### config.mk
export PLATFORM = sky130hd
export DESIGN_NAME = quad_pos_counter
export DESIGN_NICKNAME = d
export VERILOG_FILES = /design/src/rtl/qpc_pkg.sv /design/src/rtl/qpc_ctrl.sv /design/src/rtl/qpc_datapath.sv /design/src/rtl/quad_pos_counter.sv
export SDC_FILE = /design/constraint.sdc
export NUM_CORES = 1
export LEC_CHECK = 0
export BUFFER_PORTS_ARGS = -buffer_cell sky130_fd_sc_hd__buf_2
export CORE_MARGIN = 2
export CORE_UTILIZATION = 49
export CTS_CLUSTER_DIAMETER = 200
export DETAILED_ROUTE_END_ITERATION = 8
export GPL_TIMING_DRIVEN = 0
export PLACE_DENSITY = 0.67
export SETUP_SLACK_MARGIN = 0.15
export SYNTH_ARGS = -nofsm -noshare
export SYNTH_HDL_FRONTEND = slang
export SYNTH_SLANG_ARGS = --single-unit
### constraint.sdc
create_clock -name clk -period 5.8 [get_ports clk]
set_input_delay 0.29 -clock clk [delete_from_list [all_inputs] [get_ports clk]]
set_output_delay 0.29 -clock clk [all_outputs]
set_load 0.02 [all_outputs]
### src/rtl/qpc_pkg.sv
package qpc_pkg;
  typedef struct packed {
    logic step;
    logic up;
    logic illegal;
    logic idxHit;
    logic wdtFire;
  } qpcStrobe_t;

  localparam int STAT_WDT = 0;
  localparam int STAT_DN  = 1;
  localparam int STAT_UP  = 2;
  localparam int STAT_DIR = 3;

  localparam int CTL_EN    = 0;
  localparam int CTL_EA    = 2;
  localparam int CTL_EB    = 3;
  localparam int CTL_EI    = 4;
  localparam int CTL_SWAP  = 5;
  localparam int CTL_PERR  = 7;
  localparam int CTL_RMODE = 8;
  localparam int CTL_GLO   = 9;

  localparam logic [2:0] ADR_CTL  = 3'd0;
  localparam logic [2:0] ADR_CEIL = 3'd1;
  localparam logic [2:0] ADR_CNT  = 3'd2;
  localparam logic [2:0] ADR_WDT  = 3'd3;
  localparam logic [2:0] ADR_STAT = 3'd4;
  localparam logic [2:0] ADR_MASK = 3'd5;
endpackage

### src/rtl/qpc_ctrl.sv
module qpc_ctrl
  import qpc_pkg::*;
#(
  parameter int WDT_W = 16
) (
  input  logic             clk,
  input  logic             rst_n,
  input  logic             pinA,
  input  logic             pinB,
  input  logic             pinIdx,
  input  logic             en,
  input  logic             swap,
  input  logic             idxRise,
  input  logic [1:0]       idxGate,
  input  logic             idxResetEn,
  input  logic [WDT_W-1:0] wdtLimit,
  output qpcStrobe_t       strobe
);
  logic phA, phB;
  logic prevA, prevB, prevGate;
  logic chgA, chgB;
  logic gated, idxEdge;
  logic [WDT_W-1:0] idleCnt;

  assign phA = swap ? pinB : pinA;
  assign phB = swap ? pinA : pinB;
  assign chgA = phA ^ prevA;
  assign chgB = phB ^ prevB;

  // gating uses the pins as wired, independent of the swap
  assign gated   = pinIdx && (pinA == idxGate[1]) && (pinB == idxGate[0]);
  assign idxEdge = idxRise ? (gated && !prevGate) : (!gated && prevGate);

  always_ff @(posedge clk or negedge rst_n) begin
    if (!rst_n) begin
      prevA    <= 1'b0;
      prevB    <= 1'b0;
      prevGate <= 1'b0;
    end else begin
      prevA    <= phA;
      prevB    <= phB;
      prevGate <= gated;
    end
  end

  always_ff @(posedge clk or negedge rst_n) begin
    if (!rst_n) begin
      idleCnt <= '0;
    end else if (!en || chgA || chgB) begin
      idleCnt <= '0;
    end else if (idleCnt < wdtLimit) begin
      idleCnt <= idleCnt + 1'b1;
    end
  end

  always_comb begin
    strobe.step    = en && (chgA ^ chgB);
    strobe.up      = !(prevA ^ phB);
    strobe.illegal = en && chgA && chgB;
    strobe.idxHit  = en && idxResetEn && idxEdge;
    strobe.wdtFire = en && !(chgA || chgB) && (wdtLimit != '0)
                     && (idleCnt == wdtLimit - 1'b1);
  end

  // one idle period raises the watchdog strobe only once
  p_wdt_single_r8: assert property (@(posedge clk) disable iff (!rst_n)
    (strobe.wdtFire && $stable(wdtLimit)) |=> !strobe.wdtFire);

  // nothing is strobed while counting is off
  p_quiet_off_r3: assert property (@(posedge clk) disable iff (!rst_n)
    !en |-> !(strobe.step || strobe.illegal || strobe.idxHit || strobe.wdtFire));
endmodule

### src/rtl/qpc_datapath.sv
module qpc_datapath
  import qpc_pkg::*;
#(
  parameter int               COUNT_W   = 32,
  parameter int               WDT_W     = 16,
  parameter int               DATA_W    = 32,
  parameter logic [WDT_W-1:0] WDT_RESET = 'h1000
) (
  input  logic              clk,
  input  logic              rst_n,
  input  logic [2:0]        regAddr,
  input  logic              regWe,
  input  logic [DATA_W-1:0] regWrData,
  output logic [DATA_W-1:0] regRdData,
  output logic              irq,
  input  qpcStrobe_t        strobe,
  output logic              en,
  output logic              swap,
  output logic              idxRise,
  output logic [1:0]        idxGate,
  output logic              idxResetEn,
  output logic [WDT_W-1:0]  wdtLimit
);
  localparam int STAT_W = 6;
  localparam int EVT_W  = 4;

  logic               edgeA, edgeB, phErr, rstMode;
  logic [COUNT_W-1:0] ceiling, count;
  logic [EVT_W-1:0]   status, evt, statClr;
  logic [STAT_W-1:0]  mask;
  logic               lastUp;
  logic               wrCtl, wrStat;
  logic               wrapUp, wrapDn;

  assign wrCtl      = regWe && (regAddr == ADR_CTL);
  assign wrStat     = regWe && (regAddr == ADR_STAT);
  assign idxResetEn = !rstMode;

  // control and configuration registers
  always_ff @(posedge clk or negedge rst_n) begin
    if (!rst_n) begin
      en       <= 1'b0;
      edgeA    <= 1'b1;
      edgeB    <= 1'b1;
      idxRise  <= 1'b1;
      swap     <= 1'b0;
      rstMode  <= 1'b1;
      idxGate  <= 2'd0;
      ceiling  <= '1;
      wdtLimit <= WDT_RESET;
      mask     <= '0;
    end else if (regWe) begin
      unique case (regAddr)
        ADR_CTL: begin
          en      <= regWrData[CTL_EN];
          edgeA   <= regWrData[CTL_EA];
          edgeB   <= regWrData[CTL_EB];
          idxRise <= regWrData[CTL_EI];
          swap    <= regWrData[CTL_SWAP];
          rstMode <= regWrData[CTL_RMODE];
          idxGate <= regWrData[CTL_GLO+1:CTL_GLO];
        end
        ADR_CEIL: ceiling  <= regWrData[COUNT_W-1:0];
        ADR_WDT:  wdtLimit <= regWrData[WDT_W-1:0];
        ADR_MASK: mask     <= regWrData[STAT_W-1:0];
        default: ;
      endcase
    end
  end

  // position counter
  assign wrapUp = strobe.step && strobe.up && !strobe.idxHit && (count >= ceiling);
  assign wrapDn = strobe.step && !strobe.up && !strobe.idxHit && (count == '0);

  always_ff @(posedge clk or negedge rst_n) begin
    if (!rst_n) begin
      count <= '0;
    end else if (strobe.idxHit) begin
      count <= '0;
    end else if (strobe.step) begin
      if (strobe.up) count <= wrapUp ? '0 : count + 1'b1;
      else           count <= wrapDn ? ceiling : count - 1'b1;
    end
  end

  always_ff @(posedge clk or negedge rst_n) begin
    if (!rst_n)           lastUp <= 1'b1;
    else if (strobe.step) lastUp <= strobe.up;
  end

  // events and sticky flags
  always_comb begin
    evt           = '0;
    evt[STAT_WDT] = strobe.wdtFire;
    evt[STAT_DN]  = wrapDn;
    evt[STAT_UP]  = wrapUp;
    evt[STAT_DIR] = strobe.step && (strobe.up != lastUp);
    statClr       = wrStat ? regWrData[EVT_W-1:0] : '0;
  end

  always_ff @(posedge clk or negedge rst_n) begin
    if (!rst_n) status <= '0;
    else        status <= (status & ~statClr) | evt;
  end

  always_ff @(posedge clk or negedge rst_n) begin
    if (!rst_n)                            phErr <= 1'b0;
    else if (strobe.illegal)               phErr <= 1'b1;
    else if (wrCtl && regWrData[CTL_PERR]) phErr <= 1'b0;
  end

  assign irq = |(status & ~mask[EVT_W-1:0]);

  // read mux
  always_comb begin
    regRdData = '0;
    unique case (regAddr)
      ADR_CTL: begin
        regRdData[CTL_EN]                  = en;
        regRdData[CTL_EA]                  = edgeA;
        regRdData[CTL_EB]                  = edgeB;
        regRdData[CTL_EI]                  = idxRise;
        regRdData[CTL_SWAP]                = swap;
        regRdData[CTL_PERR]                = phErr;
        regRdData[CTL_RMODE]               = rstMode;
        regRdData[CTL_GLO+1:CTL_GLO]       = idxGate;
      end
      ADR_CEIL: regRdData = DATA_W'(ceiling);
      ADR_CNT:  regRdData = DATA_W'(count);
      ADR_WDT:  regRdData = DATA_W'(wdtLimit);
      ADR_STAT: regRdData = DATA_W'(status);
      ADR_MASK: regRdData = DATA_W'(mask);
      default:  regRdData = '0;
    endcase
  end

  p_hold_off_r3: assert property (@(posedge clk) disable iff (!rst_n)
    !en |=> $stable(count));

  p_wrap_up_r4: assert property (@(posedge clk) disable iff (!rst_n)
    (strobe.step && strobe.up && !strobe.idxHit && count >= ceiling)
      |=> (count == '0 && status[STAT_UP]));

  p_wrap_dn_r5: assert property (@(posedge clk) disable iff (!rst_n)
    (strobe.step && !strobe.up && !strobe.idxHit && count == '0)
      |=> (count == $past(ceiling) && status[STAT_DN]));

  p_idx_zero_r6: assert property (@(posedge clk) disable iff (!rst_n)
    strobe.idxHit |=> count == '0);

  p_dir_evt_r7: assert property (@(posedge clk) disable iff (!rst_n)
    (strobe.step && strobe.up != lastUp) |=> status[STAT_DIR]);

  p_illegal_r10: assert property (@(posedge clk) disable iff (!rst_n)
    (strobe.illegal && !strobe.idxHit) |=> ($stable(count) && phErr));
endmodule

### src/rtl/quad_pos_counter.sv
module quad_pos_counter
  import qpc_pkg::*;
#(
  parameter int COUNT_W = 32,
  parameter int WDT_W   = 16
) (
  input  logic        clk,
  input  logic        rst_n,
  input  logic        encA,
  input  logic        encB,
  input  logic        encIdx,
  input  logic [2:0]  regAddr,
  input  logic        regWe,
  input  logic [31:0] regWrData,
  output logic [31:0] regRdData,
  output logic        irq
);
  qpcStrobe_t       strobe;
  logic             en, swap, idxRise, idxResetEn;
  logic [1:0]       idxGate;
  logic [WDT_W-1:0] wdtLimit;

  qpc_ctrl #(.WDT_W(WDT_W)) u_ctrl (
    .clk(clk), .rst_n(rst_n),
    .pinA(encA), .pinB(encB), .pinIdx(encIdx),
    .en(en), .swap(swap), .idxRise(idxRise), .idxGate(idxGate),
    .idxResetEn(idxResetEn), .wdtLimit(wdtLimit),
    .strobe(strobe)
  );

  qpc_datapath #(.COUNT_W(COUNT_W), .WDT_W(WDT_W), .DATA_W(32)) u_dp (
    .clk(clk), .rst_n(rst_n),
    .regAddr(regAddr), .regWe(regWe), .regWrData(regWrData),
    .regRdData(regRdData), .irq(irq),
    .strobe(strobe),
    .en(en), .swap(swap), .idxRise(idxRise), .idxGate(idxGate),
    .idxResetEn(idxResetEn), .wdtLimit(wdtLimit)
  );
endmodule

# Yosys cells after proc, flatten, opt, wreduce, memory -nomap -nowiden
# Cells that the tools add are included.
# totals
latch_bits	0
mem_bits_rw	0
inputBits	41
mem_bits_ro	0
n_memories	0
output_inout_bits	33
regBits	119
# classes
eq_ne	9
reduce_logical	43
mul	0
shifts	0
bitwise_logic	9
magnitude_cmp	2
div	0
add_sub_neg	4
n_mux	19
# ops
op	count
32-bit two-way mux	5
21-bit case mux with 3 select lines	1
32-bit by 1-bit adder with 32-bit output, second input constant	1
32-bit >= comparator	1
32-bit zero test	1
16-bit two-way mux	2
32-bit by 1-bit subtractor with 32-bit output, second input constant	1
4-bit case mux with 6 select lines	1
1-bit logical AND	22
16-bit by 1-bit adder with 16-bit output, second input constant	1
16-bit == test	1
16-bit < comparator	1
4-bit case mux with 4 select lines	1
16-bit nonzero test	1
16-bit by 1-bit subtractor with 16-bit output, second input constant	1
4-bit AND	2
4-bit inverter	2
2-bit AND reduction	4
1-bit zero test	7
3-bit by 2-bit == test with 1-bit output, second input constant	2
3-bit == test, second input constant	2
1-bit case mux with 6 select lines	1
2-bit nonzero test	3
1-bit two-way mux	5
11 further kinds	17

# Logic depth before layout (Yosys ltp)
# depth
word_depth	14
depth_mapped	12
ltp_nobuf	10

# Hierarchy
# Synthesis repeated with hierarchy kept, for this count alone.
# unflattened
cells_unflattened	1105
hier_area_um2	9465.3
# modules_own_cells
module	area_each_um2	instances	cells_per_inst	seq_area_each_um2
qpc_datapath	7412.1	1	853	2549.9
qpc_ctrl	2053.2	1	252	475.5

# Worst setup path after synthesis
# OpenSTA, ideal clock, no wires.
# synth_path
path_type	register to register
startpoint	register u_dp.swap
endpoint	register u_dp.count[5]
arrival_time_ns	2.786
setup_slack_ns	2.932
path_stages_with_launch	13
synth_period_minus_slack_ns	2.868
path_buffers	2
required_time_ns	5.718
path_cell_list	dfrtp_1 > mux2i_4 > xor2_1 > ha_1 > nand3b_1 > mux2i_1 > and4_1 > buf_2 > and3_1 > buf_2 > or3_1 > a21o_1 > a31oi_1
# synth_via
elab_chain_len	11
elab_cells_between_ends	20
# synth_lines
element	line	text
from (decl)	qpc_datapath.sv:18	output logic swap,
from (signal assigned)	qpc_datapath.sv:59	swap <= regWrData[CTL_SWAP];
1-bit two-way mux, on equally long branches	qpc_ctrl.sv:25, qpc_ctrl.sv:26	
1-bit XOR, on equally long branches	qpc_ctrl.sv:27, qpc_ctrl.sv:28	
1-bit XOR	qpc_ctrl.sv:57	strobe.step = en && (chgA ^ chgB);
1-bit logical AND	qpc_ctrl.sv:57	
1-bit logical AND, on equally long branches (3 in series)	qpc_datapath.sv:72, qpc_datapath.sv:73	
32-bit two-way mux, on equally long branches	qpc_datapath.sv:81, qpc_datapath.sv:82	
32-bit two-way mux	qpc_datapath.sv:81	if (strobe.up) count <= wrapUp ? '0 : count + 1'b1;
32-bit two-way mux	qpc_datapath.sv:80	end else if (strobe.step) begin
32-bit two-way mux	qpc_datapath.sv:78	end else if (strobe.idxHit) begin
to (signal assigned)	qpc_datapath.sv:81	
to (signal assigned)	qpc_datapath.sv:82	else count <= wrapDn ? ceiling : count - 1'b1;
to (decl)	qpc_datapath.sv:28	logic [COUNT_W-1:0] ceiling, count;
# Parallel ways exist; a longest one is shown, timed or not. The select of a mux whose other input is x is not followed.
# A chain may end at the register's enable or synchronous reset.

# Final worst setup path
# layout_path
startpoint	register u_dp.swap
endpoint	register u_dp.count[19]
# Same word-level chain as after synthesis.

==> summary.txt <==
Route
  • Starting DRT DRC Count: between 800 and 900
  • Post-route ant nets: 0
  • Via-to-Cell Ratio: between 6 and 7
  • DRC errors left: 0
  • Vias: 9197
  • Per-cell routed wire length: between 20 and 25 µm
  • Post-Route WL: between 30000 and 40000 µm
  • Pre-antenna DRT Iters: 8

Pwr
  • Leak Pwr: roughly 4.4 nW
  • Peak supply drop: 235 µV
  • Pwr/cell area: 408 nW/µm²

STA
  • Count of final hold-check violations: 0
  • Final period util: 73.3%
  • Actual slew at the worst max-slew pin: a little over 1 ns
  • Worst slew margin: between 30 and 40%
  • Setup TNS: 0 ns
  • Finish-stage setup viols: 0
  • Unrepaired setup endpoints after global routing: no
  • Clock Skew: ~0.0096 ns
  • Minimum clock period: approximately 4.3 ns
  • WHS: approximately 0.066 ns
  • Highest Clock Rate: 235 MHz
  • Final slew viol count: 0

Logic synthesis
  • Post-Syn Instances: around 1100
  • Mapped Area: about 9000 µm²
  • Synth Flop Type: dfrtp_1
  • Share of the synthesized area in the top cell type: 21.9%
  • Area leader, netlist: dfrtp_1
  • Top cells by area, synth: dfrtp_1, dfstp_2, ha_1
  • Post-synth EDFFs: 0
  • #FFs+latches synth: 119
  • Syn Area/Cell: approximately 8.4 µm²
  • Asr flop ratio synth: 100%
  • Library cells used by synthesis: between 70 and 80
  • Sequential fraction of the synthesis area: roughly 33%
  • Ys Warns: 0
  • Syn_nets: 1193

Worst hold path
  • Hold Path Class: in -> reg

Floorplanning
  • Die H: between 100 and 150 µm
  • I/O pin total: between 70 and 80
  • Die width: 142 µm
  • Initial core utilization: between 40% and 50%
  • Placeable core area: around 19000 µm²
  • Row count: 50
  • Die ar.: 20000 µm²

Critical path
  • Slowest-stage cell, CP: mux2i_1
  • CP Max Fanout: 10
  • CP Capture Type: register
  • Worst R2R Setup Slack: around 1.5 ns
  • Worst Setup Start Kind: register
  • Max incr delay on CP: approximately 0.8 ns
  • Critical path data arrival time: ~4.5 ns
  • Critical path data required time: ~6 ns
  • Crit path kind: reg -> reg
  • Critical path, cell by cell: mux2i_4 -> xor2_1 -> ha_1 -> nand3_1 -> mux2i_1 -> nand4_1 -> or2_4 -> clkbuf_1 -> o211ai_1 -> a31oi_1

CTS
  • CTS tree: done
  • TritonCTS Buffers: 17
  • H-tree level count: 4
  • Clock sink count: between 100 and 150
  • Clock Latency Late Sink: between 0.4 and 0.5 ns
  • Worst-path clk slew: 0.06 ns
  • Clk buf depth: 2
  • Post-CTS Resized: 0
  • CTS Root Cell: clkbuf_16

Global route
  • Largest net degree at the start of global routing: 73
  • Vias in the first global route: 8873
  • Global route overflow: 0
  • Met2 Use GR: between 50% and 60%
  • Initial antenna violation count: 0
  • GRT Overall Usage: 31.3%
  • Grt met1 use: slightly above 40%
  • GR peak layer: met2
  • Global-route wire length before repair: around 49000 µm
  • Met3 Usage GRT: approximately 5.9%

Final layout
  • ANT cells: 0
  • Most frequent cells in the layout: nand2_1, o21ai_0, inv_1
  • Area Overhead vs Synth: 14.4%
  • Fin cells: approximately 1400
  • Fin nets: between 1000 and 1500
  • Share of layout cells above drive strength 1: around 18%
  • Most common cell after layout, fill and taps aside: nand2_1

Job
  • Max cap viols: 0

Place
  • Placed insts: approximately 1400
  • PortBufs: 71
  • Dpl hpwl: 23000 µm
  • Gpl congestion: around 0.97

Status
  • Status: finished, final reports clean
## sequential cells by signal, indices dropped and copies added, names as in the netlist, 2 cells and up
register / count
u_ctrl.idleCnt: 16
u_dp.ceiling: 32
u_dp.count: 32
u_dp.idxGate: 2
u_dp.mask: 6
u_dp.status: 4
u_dp.wdtLimit: 16
## layer usage
| metal | vias up | routed length, µm |
|---|---|---|
| met1 | 4407 | 13200 |
| met3 | 89 | 2360 |
| li1 | 4229 | - |
| met2 | 472 | 14000 |
| met4 | 0 | 1130 |
| met5 | - | 0 |
## synthesized netlist by cell type, drive strengths merged, types with 20 or more instances
master	number
mux2	34
a22o	20
dfstp	38
nand3	45
nor2	52
nor4	21
nand2	108
nor3	28
xnor2	22
o21ai	87
o22ai	22
clkbuf	58
a21oi	57
dfrtp	81
inv	84
nand4	26
ha	54
## area by class of cell
cell class                 count  area (µm²)
buffer                        74         305
timing repair buffer          73         399
sequential                   119        3030
clock inverter                10         143
multi-input combinational    821        5630
clock buffer                  22         494
fill                        1746        8040
tap                          234         293
inverter                      84         315
## kinds of logic (layout without fill, tap and decap cells)
| family | count (synthesis) | count (layout) | share of synthesized area (%) |
|---|---|---|---|
| adder cells (fa/ha/maj) | 54 | 54 | 7.29 |
| flip-flops | 119 | 119 | 32.6 |
| AND/OR/NAND/NOR | 377 | 377 | 21.6 |
| multiplexers | 55 | 55 | 7.47 |
| XOR/XNOR | 38 | 38 | 3.59 |
| buffers and inverters | 158 | 263 | 6.69 |
| AO/OA/AOI/OAI | 297 | 297 | 20.8 |
## power breakdown
group	total, mW	switching [mW]	internal [mW]
combinational	1.87	1.19	0.678
sequential	1.31	0.240	1.07
clock	1.15	0.414	0.733
## timing repair
action,4_1_cts,5_1_grt
setup buffers,0,0
endpoints found under the hold margin,28,0
endpoints found under the setup margin,0,0
hold buffers,1,0
## per-stage QoR
stage,setup WS [ns],util [%],cell area (µm²),total power [mW]
after CTS,1.72,56.9,10600,4.27
after floorplan,2.93,-,9270,2.54
after global placement,1.81,53.2,9920,3.08
final,1.55,56.9,10600,4.33
after global routing,1.49,56.9,10600,4.57
after detailed placement,1.77,53.4,9960,3.12
## worst max-delay path, delay by kind of cell, from the launching register on
kind / cells / cell delay (ns)
multiplexers: 2 / 1.20
AND/OR/NAND/NOR: 3 / 1.00
flip-flops: 1 / 0.49
AO/OA/AOI/OAI: 2 / 0.44
XOR/XNOR: 1 / 0.34
buffers and inverters: 1 / 0.34
adder cells (fa/ha/maj): 1 / 0.25
## worst paths after layout
kind	from	endpoint	cells past startpoint
worst max-delay path	u_dp.swap	u_dp.count[19]	10
worst min-delay path	regWrData[22]	u_dp.ceiling[22]	3
worst max register to register	u_dp.swap	u_dp.count[19]	10
worst min register to register	u_dp.status[1]	u_dp.status[1]	2
max in group asynchronous	rst_n	u_dp.idxRise	3
min in group asynchronous	rst_n	u_ctrl.idleCnt[4]	2
Power figures use the tool's default switching activity.
